==> config.mk <==
export PLATFORM = sky130hd
export DESIGN_NAME = dma_prio_arb
export DESIGN_NICKNAME = d
export VERILOG_FILES = /design/src/rtl/dma_arb_pkg.sv /design/src/rtl/dma_arb_ctrl_reg.sv /design/src/rtl/dma_arb_order.sv /design/src/rtl/dma_arb_grant.sv /design/src/rtl/dma_prio_arb.sv
export SDC_FILE = /design/constraint.sdc
export NUM_CORES = 1
export LEC_CHECK = 0
export CORE_MARGIN = 1.5
export CORE_UTILIZATION = 40
export DETAILED_ROUTE_END_ITERATION = 10
export GPL_TIMING_DRIVEN = 0
export PLACE_DENSITY = 0.82
export SYNTH_ARGS = -nofsm -noshare
export SYNTH_HDL_FRONTEND = slang
export SYNTH_HIERARCHICAL = 1
export SYNTH_SLANG_ARGS = --single-unit
export TNS_END_PERCENT = 100
==> constraint.sdc <==
create_clock -name clk -period 1.75 [get_ports clk]
set_input_delay 0.4375 -clock clk [delete_from_list [all_inputs] [get_ports clk]]
set_output_delay 0.4375 -clock clk [all_outputs]
set_load 0.01 [all_outputs]
==> src/rtl/dma_arb_pkg.sv <==
package dma_arb_pkg;
   localparam int MODE_W   = 2;
   localparam int MODE_LSB = 8;
   localparam int AERR_BIT = 2;
   localparam int NMI_BIT  = 1;
   localparam int EN_BIT   = 0;
   localparam int NUM_FLAG = 2;

   typedef enum logic [MODE_W-1:0] {
      MODE_FIX_A  = 2'b00,
      MODE_FIX_B  = 2'b01,
      MODE_ROT    = 2'b10,
      MODE_ROT_EX = 2'b11
   } arb_mode_e;
endpackage

==> src/rtl/dma_arb_ctrl_reg.sv <==
module dma_arb_ctrl_reg
   import dma_arb_pkg::*;
#(
   parameter int DATA_W = 16
) (
   input  logic              clk,
   input  logic              rst_n,
   input  logic              wr_en,
   input  logic [DATA_W-1:0] wdata,
   input  logic              aerr_set,
   input  logic              nmi_set,
   output logic [DATA_W-1:0] rdata,
   output arb_mode_e         mode,
   output logic              enable,
   output logic              mode_chg,
   output arb_mode_e         new_mode
);
   localparam int FLAG_POS [NUM_FLAG] = '{AERR_BIT, NMI_BIT};

   logic [NUM_FLAG-1:0] flag_q;
   logic [NUM_FLAG-1:0] flag_set;
   logic                unused_wbits;

   assign flag_set     = {nmi_set, aerr_set};
   assign new_mode     = arb_mode_e'(wdata[MODE_LSB +: MODE_W]);
   assign mode_chg     = wr_en && (new_mode != mode);
   assign unused_wbits = ^wdata;

   always_ff @(posedge clk) begin
      if (!rst_n) begin
         mode   <= MODE_FIX_A;
         enable <= 1'b0;
      end else if (wr_en) begin
         mode   <= new_mode;
         enable <= wdata[EN_BIT];
      end
   end

   generate
      for (genvar f = 0; f < NUM_FLAG; f++) begin : g_flag
         logic sw_clr;
         assign sw_clr = wr_en && !wdata[FLAG_POS[f]];
         always_ff @(posedge clk) begin
            if (!rst_n)
               flag_q[f] <= 1'b0;
            else
               flag_q[f] <= flag_set[f] | (flag_q[f] & ~sw_clr);
         end
      end
   endgenerate

   always_comb begin
      rdata = '0;
      rdata[MODE_LSB +: MODE_W] = mode;
      rdata[AERR_BIT]           = flag_q[0];
      rdata[NMI_BIT]            = flag_q[1];
      rdata[EN_BIT]             = enable;
   end
endmodule

==> src/rtl/dma_arb_order.sv <==
module dma_arb_order
   import dma_arb_pkg::*;
#(
   parameter int NUM_CH = 4,
   parameter int CH_W   = $clog2(NUM_CH)
) (
   input  logic                         clk,
   input  logic                         rst_n,
   input  logic                         reload,
   input  arb_mode_e                    reload_mode,
   input  logic                         rotate,
   input  logic [CH_W-1:0]              done_ch,
   output logic [NUM_CH-1:0][CH_W-1:0]  order_q
);
   typedef logic [NUM_CH-1:0][CH_W-1:0] ord_t;

   function automatic ord_t start_order(arb_mode_e m);
      ord_t o;
      for (int i = 0; i < NUM_CH; i++) begin
         case (m)
            MODE_FIX_B:  o[i] = (i == 0) ? CH_W'(1) :
                                (i == NUM_CH-1) ? CH_W'(0) : CH_W'(NUM_CH - i);
            MODE_ROT_EX: o[i] = CH_W'(NUM_CH - 1 - i);
            default:     o[i] = (i == 0) ? CH_W'(0) : CH_W'(NUM_CH - i);
         endcase
      end
      return o;
   endfunction

   logic [CH_W-1:0] done_pos;
   ord_t            rot_d;

   always_comb begin
      done_pos = '0;
      for (int i = 0; i < NUM_CH; i++)
         if (order_q[i] == done_ch) done_pos = CH_W'(i);
   end

   generate
      for (genvar g = 0; g < NUM_CH; g++) begin : g_rot
         if (g == NUM_CH - 1) begin : g_tail
            assign rot_d[g] = done_ch;
         end else begin : g_body
            assign rot_d[g] = (CH_W'(g) < done_pos) ? order_q[g] : order_q[g+1];
         end
      end
   endgenerate

   always_ff @(posedge clk) begin
      if (!rst_n)
         order_q <= start_order(MODE_FIX_A);
      else if (reload)
         order_q <= start_order(reload_mode);
      else if (rotate)
         order_q <= rot_d;
   end
endmodule

==> src/rtl/dma_arb_grant.sv <==
module dma_arb_grant #(
   parameter int NUM_CH = 4,
   parameter int CH_W   = $clog2(NUM_CH)
) (
   input  logic                        clk,
   input  logic                        rst_n,
   input  logic                        enable,
   input  logic [NUM_CH-1:0]           req,
   input  logic                        done,
   input  logic [NUM_CH-1:0][CH_W-1:0] order,
   output logic [NUM_CH-1:0]           gnt,
   output logic                        finish,
   output logic [CH_W-1:0]             gnt_ch
);
   logic            found;
   logic [CH_W-1:0] sel;

   always_comb begin
      found = 1'b0;
      sel   = '0;
      for (int i = 0; i < NUM_CH; i++) begin
         if (!found && req[order[i]]) begin
            found = 1'b1;
            sel   = order[i];
         end
      end
   end

   always_comb begin
      gnt_ch = '0;
      for (int i = 0; i < NUM_CH; i++)
         if (gnt[i]) gnt_ch = CH_W'(i);
   end

   assign finish = (gnt != '0) && done;

   always_ff @(posedge clk) begin
      if (!rst_n)
         gnt <= '0;
      else if (gnt != '0) begin
         if (done) gnt <= '0;
      end else if (enable && found)
         gnt <= NUM_CH'(1) << sel;
   end
endmodule

==> src/rtl/dma_prio_arb.sv <==
module dma_prio_arb
   import dma_arb_pkg::*;
#(
   parameter int NUM_CH = 4,
   parameter int DATA_W = 16
) (
   input  logic              clk,
   input  logic              rst_n,
   input  logic              reg_wr_en,
   input  logic [DATA_W-1:0] reg_wdata,
   output logic [DATA_W-1:0] reg_rdata,
   input  logic [NUM_CH-1:0] req,
   input  logic              xfer_done,
   input  logic              aerr_set,
   input  logic              nmi_set,
   output logic [NUM_CH-1:0] gnt
);
   localparam int CH_W = $clog2(NUM_CH);

   generate
      if (NUM_CH != 4) begin : g_bad_ch
         $error("dma_prio_arb: priority orders are defined for four channels");
      end
      if (DATA_W < MODE_LSB + MODE_W) begin : g_bad_w
         $error("dma_prio_arb: DATA_W too small for mode field");
      end
   endgenerate

   arb_mode_e                   mode, new_mode;
   logic                        enable, mode_chg, finish;
   logic [CH_W-1:0]             gnt_ch;
   logic [NUM_CH-1:0][CH_W-1:0] order;

   dma_arb_ctrl_reg #(.DATA_W(DATA_W)) reg_i (
      .clk      (clk),
      .rst_n    (rst_n),
      .wr_en    (reg_wr_en),
      .wdata    (reg_wdata),
      .aerr_set (aerr_set),
      .nmi_set  (nmi_set),
      .rdata    (reg_rdata),
      .mode     (mode),
      .enable   (enable),
      .mode_chg (mode_chg),
      .new_mode (new_mode)
   );

   dma_arb_order #(.NUM_CH(NUM_CH), .CH_W(CH_W)) order_i (
      .clk         (clk),
      .rst_n       (rst_n),
      .reload      (mode_chg),
      .reload_mode (new_mode),
      .rotate      (finish && mode[1]),
      .done_ch     (gnt_ch),
      .order_q     (order)
   );

   dma_arb_grant #(.NUM_CH(NUM_CH), .CH_W(CH_W)) grant_i (
      .clk    (clk),
      .rst_n  (rst_n),
      .enable (enable),
      .req    (req),
      .done   (xfer_done),
      .order  (order),
      .gnt    (gnt),
      .finish (finish),
      .gnt_ch (gnt_ch)
   );
endmodule

==> results of run 1 <==
==> placed cells by master, fill, tap and decap left out, types with 3 or more instances in the layout <==
cell type / netlist / final
a21oi_1: 4 / 3
a22o_1: 3 / 3
buf_4: 16 / 27
clkbuf_4: 0 / 3
clkdlybuf4s50_1: 0 / 17
conb_1: 1 / 11
dfxtp_1: 17 / 7
dfxtp_2: 0 / 7
dfxtp_4: 0 / 3
inv_1: 3 / 3
mux2_2: 3 / 3
mux2i_1: 12 / 12
mux4_2: 3 / 3
nand2_1: 9 / 9
nand2b_1: 3 / 3
nor2_1: 4 / 4
nor2b_1: 10 / 9
o21ai_0: 8 / 6
xor2_4: 0 / 3
==> state kept, by name (all words and copies together), names as in the netlist <==
register and cells:
reg_i/enable 1, order_i/order_q 8, reg_i/mode 2, grant_i/gnt 4, reg_i/rdata 2
==> timing repair <==
item / in CTS / in global routing
hold buffers: 0 / 0
pin swaps: 6 / 2
resized for setup: 33 / 16
setup endpoints to repair: 8 / 15
setup buffers: 4 / 7
==> layer usage <==
layer  vias to the layer above  wire length (um)
met5                         -                 0
met4                         0                57
met3                         6               120
met2                        28              1790
met1                       546              1240
li1                        546                 -
==> cells by family after synthesis <==
family | share of synthesized area
AND/OR/NAND/NOR | 0.177
AO/OA/AOI/OAI | 0.179
buffers and inverters | 0.131
multiplexers | 0.179
flip-flops | 0.275
XOR/XNOR | 0.0566
other | 0.00303
==> report_power, final <==
part	leakage, nW	internal, mW	total (mW)	switching (mW)
combinational	0.624	0.196	0.356	0.160
sequential	0.143	0.411	0.445	0.0340
clock	0.0177	0.0852	0.224	0.139
==> critical path, stage by stage, from the launching register on <==
cell and delay (ns):
dfxtp_4 0.39, mux4_2 0.54, or3_4 0.43, o21ai_2 0.14, a21oi_2 0.06, a22o_1 0.20
==> cell type report <==
class	instances	area, um2
repair buffers	33	298
plain buffers	18	143
multi-input cells	105	921
inverters	4	15.0
clock inverters	1	5.00
flip-flops and latches	17	360
clock buffers	3	22.5
fillers	249	1200
well taps	33	41.3
==> per-stage QoR <==
step	power (mW)	area (um2)	utilization	worst slack (ns)	hold WS, ns
2_1_floorplan	0.638	1290	-	-0.0362	0.498
3_3_place_gp	0.719	1550	0.516	-0.612	0.486
3_5_place_dp	0.731	1550	0.516	-0.705	0.501
4_1_cts	0.972	1710	0.568	-0.0505	0.453
5_1_grt	1.07	1810	0.601	-0.148	0.461
6_report	1.02	1810	0.601	-0.0974	0.452
==> Yosys cell counts (all sizes together), types with 2 or more instances <==
library cell	number
o21ai	9
buf	19
nand3b	2
a22o	3
o31ai	2
o311a	3
nand2	9
nand2b	3
dfxtp	17
mux4	3
mux2	3
xnor2	2
or2	2
xor2	6
a21oi	4
inv	3
nor2b	10
nor2	4
a21boi	2
o221ai	2
mux2i	12
==> worst paths after layout <==
check | startpoint | end | slack (ns) | cells after the start
max reg2reg | order_i/order_q[0]$_SDFFE_PN0P_ | grant_i/gnt[1]$_SDFFE_PN0P_ | -0.1 | 5
max | order_i/order_q[0]$_SDFFE_PN0P_ | grant_i/gnt[1]$_SDFFE_PN0P_ | -0.1 | 5
min reg2reg | reg_i/rdata[1]$_SDFF_PN0_ | reg_i/rdata[1]$_SDFF_PN0_ | 0.52 | 2
min | reg_wr_en | reg_i/mode[1]$_SDFFE_PN0P_ | 0.45 | 3
==> summary.txt, run 1 <==
Synthesis
  • Leading area contributor after synthesis: dfxtp_1
  • Seq/Total Area, Yosys: 0.275
  • Area share of the largest cell type after synthesis: 0.275
  • #FFs+latches synth: 17
  • Most used flip-flop cell after synthesis: dfxtp_1
  • Async set-reset flop share out of synthesis: 0
  • Post-Syn Area: 1240 um2
  • Mean Syn Cell Area: 9.18 um2
  • Count of cell types in the netlist: 41
  • Yosys warns: 6
  • Synth area leaders: dfxtp_1, mux2i_1, buf_4
  • EDFF count, synth: 0
  • Cells after synthesis: 135

Timing
  • Clock skew: 0.0123 ns
  • Setup_tns: -0.404 ns
  • Slew @ Worst Pin: 0.537 ns
  • RSZ-0062 raised after global routing: yes
  • Final setup violation count: 6
  • Fmax: 0.541 GHz
  • Period utilization: 1.06
  • Max-slew violations: 0
  • Worst setup margin: -0.0974 ns
  • Rel. slew slack: 0.639
  • Final Hold Fails: 0
  • Final min period: 1.85 ns

Floorplanning
  • Initial Util: 0.413
  • # rows: 20
  • Die span in y: 58.7 um
  • Num ports: 46
  • Die width: 58.7 um
  • Die Area: 3440 um2
  • Core Area: 3000 um2

Routing
  • Detail Route Antenna Nets: 0
  • Via count: 1126
  • Final wirelength: 3.21 mm
  • DR vias/cell: 5.26
  • First-pass DRT Iterations: 4
  • Drt wl/cell: 15.0 um
  • # DRC: 0
  • DRT iter0 DRCs: 25

Finish
  • Ant diodes: 0
  • Non-Filler Instances: 214
  • Layout Nets: 208
  • P&R area growth vs syn: 45.8%
  • Share of cells above drive strength 1: 0.403

Global route
  • Grt met1 use: 0.191
  • GR Layer Usage met2: 0.318
  • Most Used Layer, Global Route: met2
  • Vias in the first global route: 1062
  • First-pass GRT wire length: 4.60 mm
  • GRT Util Overall: 0.174
  • Pin count of the biggest net entering global routing: 13
  • GR Layer Usage met3: 0.0396
  • Remaining Overflow, GRT: 0
  • Initial antenna violation count: 0

Pwr
  • Pwr dens: 567 nW/um2
  • P_leak: 0.785 nW
  • Worst VDD drop: 350 uV

Clocking
  • Worst-path clk slew: 0.12 ns
  • Clock Latency Late Sink: 0.30 ns
  • Clock tree sinks: 17
  • CTS HTree Levels: 1
  • Root Buffer: clkbuf_4
  • CTS buffer count: 3
  • CTS tree: built
  • Clock Tree Buf Depth: 2

Worst setup path
  • WP data required: 1.95 ns
  • Arrival @ worst endpoint: 2.05 ns
  • Setup crit start kind: register
  • CP max FO: 5
  • Worst Setup End Kind: register
  • Critical path class: reg2reg

Place
  • GP Congestion: 0.871
  • Number of cells after detailed placement: 200
  • I/O Buffers: 22

Flow run
  • Max-cap violation count: 0

Status
  • Failing checks: setup timing
  • Outcome: finished with violations

Worst hold path
  • Hold Crit Class: in2reg
No activity file was read; power rests on OpenSTA's default activity.
==> run 2: changes to the inputs <==
--- a/config.mk
+++ b/config.mk
@@ -5,11 +5,12 @@
 export SDC_FILE = /design/constraint.sdc
 export NUM_CORES = 1
 export LEC_CHECK = 0
+export ABC_AREA = 1
 export CORE_MARGIN = 1.5
-export CORE_UTILIZATION = 40
+export CORE_UTILIZATION = 42
 export DETAILED_ROUTE_END_ITERATION = 10
 export GPL_TIMING_DRIVEN = 0
-export PLACE_DENSITY = 0.82
+export PLACE_DENSITY = 0.83
 export SYNTH_ARGS = -nofsm -noshare
 export SYNTH_HDL_FRONTEND = slang
 export SYNTH_HIERARCHICAL = 1
==> summary.txt, run 2 <==
Worst setup path
  • CP max FO: 3
  • WP data required: 1.31 ns
  • FF-to-FF Start: grant_i/gnt[3]$_SDFFE_PN0P_
  • Setup crit start kind: register
  • CP Buf/Inv Count: 1
  • R2R Setup Slk: 0.20 ns
  • Critical Path, Cell by Cell: clkdlybuf4s50_1
  • Worst R2R End: order_i/order_q[2]$_SDFFE_PN1P_
  • Worst r2r path cells: 11
  • Critical-path top delay cell: clkdlybuf4s50_1
  • CP top delay family: buffers and inverters
  • Critical path class: reg2out
  • Arrival @ worst endpoint: 1.25 ns
  • Worst Setup End Kind: primary output
  • Max incr delay on CP: 0.57 ns

Pwr
  • Pwr dens: 639 nW/um2
  • Worst VDD drop: 326 uV
  • P_leak: 1.01 nW

Synthesis
  • Most frequent cell after synthesis: nand2_1
  • Largest family of logic cells by synthesized area: simple AND/OR/NAND/NOR gates
  • Area share of the largest cell type after synthesis: 0.237
  • Async set-reset flop share out of synthesis: 0
  • Most used flip-flop cell after synthesis: dfxtp_1
  • Post-Syn Area: 1440 um2
  • EDFF count, synth: 0
  • Synth top cells by count: nand2_1, inv_1, nand3_1
  • Seq/Total Area, Yosys: 0.237
  • Leading area contributor after synthesis: dfxtp_1
  • Synth area leaders: dfxtp_1, nand2_1, inv_1
  • Post-synthesis xor/xnor area fraction: 0
  • Synth Area in Adders: 0
  • Synth Area in Compound Gates: 0.115
  • Post-synthesis mux area share: 0
  • Cells after synthesis: 244
  • #FFs+latches synth: 17
  • Mean Syn Cell Area: 5.90 um2
  • Post-synthesis simple-gate area fraction: 0.447
  • Count of cell types in the netlist: 22
  • Yosys warns: 6

Place
  • DP Worst Slack: -0.326 ns
  • GP Congestion: 0.885
  • I/O Buffers: 23
  • Detailed Place HPWL: 2.53 mm
  • Number of cells after detailed placement: 323

Timing
  • Fmax: 0.593 GHz
  • Final setup violation count: 0
  • Clock skew: 0.00145 ns
  • Final min period: 1.69 ns
  • Period utilization: 0.964
  • Final Hold Fails: 0
  • RSZ-0062 raised after global routing: no
  • Max-slew violations: 0
  • Worst setup margin: 0.0632 ns

Finish
  • # fillers: 328
  • Share of cells above drive strength 1: 0.206
  • Multi-input gate area in the final layout: 863 um2
  • Most frequent cells in the layout: nand2_1, inv_1, nand3_1, buf_4, clkdlybuf4s50_1
  • Most common cell after layout, fill and taps aside: nand2_1
  • Layout Utilization: 0.555
  • Max FFs per register: 8
  • Largest Register: order_i/order_q
  • Largest regs: order_i/order_q: 8 flops, grant_i/gnt: 4 flops
  • Layout Nets: 309
  • P&R area growth vs syn: 27.7%
  • Non-Filler Instances: 328
  • Register Area: 345 um2
  • Ant diodes: 0

Global route
  • Pin count of the biggest net entering global routing: 11
  • GRT Util Overall: 0.171
  • Initial antenna violation count: 0
  • Remaining Overflow, GRT: 0
  • First-pass GRT wire length: 4.97 mm
  • Vias in the first global route: 1270

Floorplanning
  • Initial Util: 0.435
  • Die width: 61.5 um
  • Num ports: 46
  • Die span in y: 61.5 um
  • # rows: 21
  • Core Area: 3310 um2
  • Die Area: 3790 um2

Routing
  • Drt wl/cell: 9.77 um
  • Final wirelength: 3.21 mm
  • # DRC: 0
  • DRT iter0 DRCs: 98
  • Detail Route Antenna Nets: 0
  • First-pass DRT Iterations: 4
  • Via count: 1546
  • DR vias/cell: 4.71

Worst hold path
  • Min-Delay Endpoint: reg_i/rdata[1]$_SDFF_PN0_
  • Hold path startpoint: reg_i/rdata[1]$_SDFF_PN0_
  • Hold Crit Class: reg2reg
  • Hold path cells: 2

Clocking
  • CTS HTree Levels: 1
  • Clock Latency Late Sink: 0.30 ns
  • Worst-path clk slew: 0.11 ns
  • Clock Tree Buf Depth: 2
  • CTS buffer count: 3
  • Root Buffer: clkbuf_4
  • CTS tree: built
  • Clock tree sinks: 17
  • CTS hold repair buffers: 0

Flow run
  • Max-cap violation count: 0

Status
  • Outcome: finished, final reports clean
-- run 2: cell count changes after synthesis, moves of 6 or more --
| cell | previous run | this run |
|---|---|---|
| inv_1 | 3 | 36 |
| nand2_1 | 9 | 74 |
| nor2_1 | 4 | 14 |
| nor2b_1 | 10 | 0 |
| xor2_1 | 6 | 0 |
| nand2_2 | 0 | 7 |
| nand3_1 | 0 | 21 |
| a21oi_1 | 4 | 15 |
| inv_2 | 0 | 7 |
| mux2i_1 | 12 | 0 |
-- run 2: area by class of cell --
class	count	area share
repair buffers	24	0.137
flip-flops and latches	17	0.188
clock inverters	1	0.00272
well taps	46	0.0313
clock buffers	3	0.0123
inverters	43	0.0878
multi-input cells	177	0.470
plain buffers	17	0.0715
-- run 2: through the flow --
step           power (mW)  instance area [um2]  hold slack [ns]  setup TNS (ns)
5_1_grt              1.26                 1840            0.533               0
3_5_place_dp        0.945                 1760            0.484           -2.69
3_3_place_gp        0.935                 1760            0.468           -2.42
4_1_cts              1.17                 1800            0.510               0
2_1_floorplan       0.814                 1480            0.499               0
6_report             1.17                 1840            0.508               0
-- run 2: worst max path at each step --
| stage | slack, ns | depth (start not counted) | endpoint | start |
|---|---|---|---|---|
| 2_1_floorplan | 0.34 | 11 | order_i/order_q[2]$_SDFFE_PN1P_ | grant_i/gnt[3]$_SDFFE_PN0P_ |
| 3_3_place_gp | -0.31 | 8 | order_i/order_q[4]$_SDFFE_PN0P_ | reg_wr_en |
| 3_5_place_dp | -0.33 | 8 | order_i/order_q[4]$_SDFFE_PN0P_ | reg_wr_en |
| 4_1_cts | 0.01 | 2 | reg_rdata[9] | reg_i/mode[1]$_SDFFE_PN0P_ |
| 5_1_grt | 0.003 | 11 | grant_i/gnt[1]$_SDFFE_PN0P_ | req[0] |
| 6_report | 0.06 | 1 | gnt[3] | grant_i/gnt[3]$_SDFFE_PN0P_ |
-- run 2: logic make-up after synthesis --
kind of cell	Yosys count
AO/OA/AOI/OAI	32
flip-flops	17
other	1
AND/OR/NAND/NOR	134
buffers and inverters	60
-- run 2: power by group --
part           switching, mW  internal [mW]  leakage, nW
registers             0.0404          0.419        0.142
clock network          0.136         0.0852       0.0177
logic                  0.290          0.203        0.855
-- run 2: layer usage --
metal	share of wire	global-route usage	up-vias	wire, um
li1	-	-	818	-
met1	0.44	0.214	671	1420
met2	0.48	0.284	50	1530
met3	0.068	0.0399	7	218
met4	0.013	0.0669	0	42
met5	0	0	-	0
-- run 2: timing repair --
item	CTS	global route
pin swaps	0	1
endpoints found under the setup margin	5	15
setup buffers	0	1
gates resized for setup	7	11
==> run 3: changes to the inputs <==
--- a/config.mk
+++ b/config.mk
@@ -7,12 +7,11 @@
 export LEC_CHECK = 0
 export ABC_AREA = 1
 export CORE_MARGIN = 1.5
-export CORE_UTILIZATION = 42
+export CORE_UTILIZATION = 40
 export DETAILED_ROUTE_END_ITERATION = 10
 export GPL_TIMING_DRIVEN = 0
-export PLACE_DENSITY = 0.83
+export PLACE_DENSITY = 0.82
 export SYNTH_ARGS = -nofsm -noshare
 export SYNTH_HDL_FRONTEND = slang
-export SYNTH_HIERARCHICAL = 1
 export SYNTH_SLANG_ARGS = --single-unit
-export TNS_END_PERCENT = 100
+export TNS_END_PERCENT = 1
==> summary.txt, run 3 <==
Synthesis
  • Most frequent cell after synthesis: nand2_1
  • Count of cell types in the netlist: 26
  • Cells after synthesis: 209
  • Post-Syn Area: 1280 um2
  • #FFs+latches synth: 17
  • Synth area leaders: dfxtp_1, nand2_1, buf_4
  • Area share of the largest cell type after synthesis: 0.265
  • Seq/Total Area, Yosys: 0.265
  • Yosys warns: 0
  • Synth top cells by count: nand2_1, inv_1, nor2_1
  • EDFF count, synth: 0
  • Async set-reset flop share out of synthesis: 0
  • Mean Syn Cell Area: 6.14 um2
  • Most used flip-flop cell after synthesis: dfxtp_1
  • Leading area contributor after synthesis: dfxtp_1

Global route
  • Pin count of the biggest net entering global routing: 11
  • Initial antenna violation count: 0
  • GRT Util Overall: 0.173
  • Remaining Overflow, GRT: 0
  • First-pass GRT wire length: 4.73 mm
  • Vias in the first global route: 1159

Pwr
  • Total power: 1.12 mW
  • Worst VDD drop: 347 uV
  • P_leak: 0.823 nW
  • Pwr dens: 681 nW/um2

Worst setup path
  • Critical Path, Cell by Cell: buf_4, clkdlybuf4s50_1
  • Worst Setup End Kind: primary output
  • Arrival @ worst endpoint: 1.25 ns
  • Critical-path top delay cell: clkdlybuf4s50_1
  • Critical path class: reg2out
  • Max incr delay on CP: 0.51 ns
  • Setup crit start kind: register
  • CP Buf/Inv Count: 2
  • CP Depth: 2
  • Crit path launch: reg_i.enable$_SDFFE_PN0P_
  • R2R Setup Slk: 0.22 ns
  • CP top delay family: buffers and inverters
  • End of the critical path: reg_rdata[0]
  • Worst r2r path cells: 13
  • WP data required: 1.31 ns
  • FF-to-FF Start: order_i.order_q[4]$_SDFFE_PN0P_
  • CP max FO: 2
  • Worst R2R End: grant_i.gnt[2]$_SDFFE_PN0P_

Finish
  • Cell area after layout: 1650 um2
  • Non-Filler Instances: 290
  • # fillers: 343
  • Layout Nets: 273
  • Most frequent cells in the layout: nand2_1, inv_1, nor2_1, clkdlybuf4s50_1, nand3_1
  • P&R area growth vs syn: 28.5%
  • Most common cell after layout, fill and taps aside: nand2_1
  • Max FFs per register: 8
  • Largest regs: order_i.order_q: 8 flops, grant_i.gnt: 4 flops
  • Share of cells above drive strength 1: 0.191
  • Ant diodes: 0
  • Layout Utilization: 0.540
  • Largest Register: order_i.order_q

Routing
  • DR vias/cell: 4.50
  • # DRC: 0
  • Via count: 1305
  • Detail Route Antenna Nets: 0
  • DRT iter0 DRCs: 37
  • Final wirelength: 2.82 mm
  • Drt wl/cell: 9.72 um
  • First-pass DRT Iterations: 4

Clocking
  • CTS HTree Levels: 1
  • CTS buffer count: 3
  • Root Buffer: clkbuf_4
  • Clock Tree Buf Depth: 2
  • Clock Latency Late Sink: 0.30 ns
  • CTS tree: built
  • Worst-path clk slew: 0.10 ns
  • Clock tree sinks: 17

Place
  • DP Worst Slack: -0.418 ns
  • Placed cell area: 1610 um2
  • Number of cells after detailed placement: 286
  • Detailed Place HPWL: 2.24 mm
  • I/O Buffers: 23
  • GP Congestion: 0.898

Timing
  • Setup_tns: 0 ns
  • Final Hold Fails: 0
  • Period utilization: 0.966
  • RSZ-0062 raised after global routing: yes
  • Final hold slack: 0.490 ns
  • Final setup violation count: 0
  • Worst setup margin: 0.0593 ns
  • Clock skew: 0.00127 ns
  • Max-slew violations: 0
  • Final min period: 1.69 ns
  • Fmax: 0.591 GHz

Floorplanning
  • Num ports: 46
  • Die width: 59.7 um
  • Initial Util: 0.420
  • # rows: 20
  • Die span in y: 59.7 um
  • Core Area: 3050 um2
  • Die Area: 3560 um2

Worst hold path
  • Hold Crit Class: reg2reg

Flow run
  • Max-cap violation count: 0

Status
  • Outcome: finished, final reports clean
-- run 3: changes by cell type in the layout (fill, tap and decap cells not counted), sizes merged, moves of 3 or more --
cell	before	now
dlygate4sd2	1	4
dlymetal6s2s	6	0
nand3	25	17
clkdlybuf4s50	16	19
buf	18	13
nor2	18	25
xor2	0	3
inv	43	31
o21ai	15	10
nand2	84	62
-- run 3: worst register-to-register path: cells and delay by family (launching register included) --
| kind | cells | cell delay [ns] |
|---|---|---|
| flops | 1 | 0.46 |
| simple gates | 10 | 0.67 |
| buf+inv | 3 | 0.28 |
-- run 3: repair_timing --
item                                   in CTS  in global routing
setup buffers                               0                  0
hold buffers                                0                  0
gates resized for setup                     6                  8
setup endpoints to repair                   5                  6
endpoints found under the hold margin       0                  0
-- run 3: power breakdown --
group / internal (mW) / total, mW / switching [mW]
Sequential: 0.421 / 0.459 / 0.0375
Clock: 0.0855 / 0.220 / 0.134
Combinational: 0.187 / 0.445 / 0.258
Total: 0.694 / 1.12 / 0.430
-- run 3: logic make-up after synthesis --
kind of cell / count (synthesis) / synth area share
compound gates: 30 / 0.134
xor+xnor: 4 / 0.0273
buf+inv: 46 / 0.173
flops: 17 / 0.265
simple gates: 111 / 0.398
other cells: 1 / 0.00292
-- run 3: layer usage --
metal | up-vias | GRT usage | part of all wire
li1 | 718 | - | -
met1 | 558 | 0.219 | 0.49
met2 | 24 | 0.300 | 0.46
met3 | 5 | 0.0130 | 0.029
met4 | 0 | 0.0762 | 0.017
met5 | - | 0 | 0
-- run 3: area by class of cell --
| cell class | count | area (um2) | area share |
|---|---|---|---|
| sequential | 17 | 347 | 0.210 |
| inverter | 33 | 124 | 0.0751 |
| timing repair buffer | 23 | 225 | 0.137 |
| buffer | 13 | 101 | 0.0615 |
| multi-input combinational | 156 | 769 | 0.467 |
| clock inverter | 1 | 5.00 | 0.00303 |
| tap | 44 | 55.1 | 0.0334 |
| clock buffer | 3 | 22.5 | 0.0137 |
-- run 3: worst min-delay path by stage --
| stage | cells past startpoint | to | start |
|---|---|---|---|
| floorplan | 2 | reg_i.enable$_SDFFE_PN0P_ | reg_i.enable$_SDFFE_PN0P_ |
| global placement | 2 | reg_i.rdata[2]$_SDFF_PN0_ | reg_i.rdata[2]$_SDFF_PN0_ |
| detailed placement | 2 | reg_i.rdata[2]$_SDFF_PN0_ | reg_i.rdata[2]$_SDFF_PN0_ |
| CTS | 2 | reg_i.rdata[2]$_SDFF_PN0_ | reg_i.rdata[2]$_SDFF_PN0_ |
| global route | 2 | reg_i.rdata[1]$_SDFF_PN0_ | reg_i.rdata[1]$_SDFF_PN0_ |
| finish | 2 | reg_i.rdata[2]$_SDFF_PN0_ | reg_i.rdata[2]$_SDFF_PN0_ |
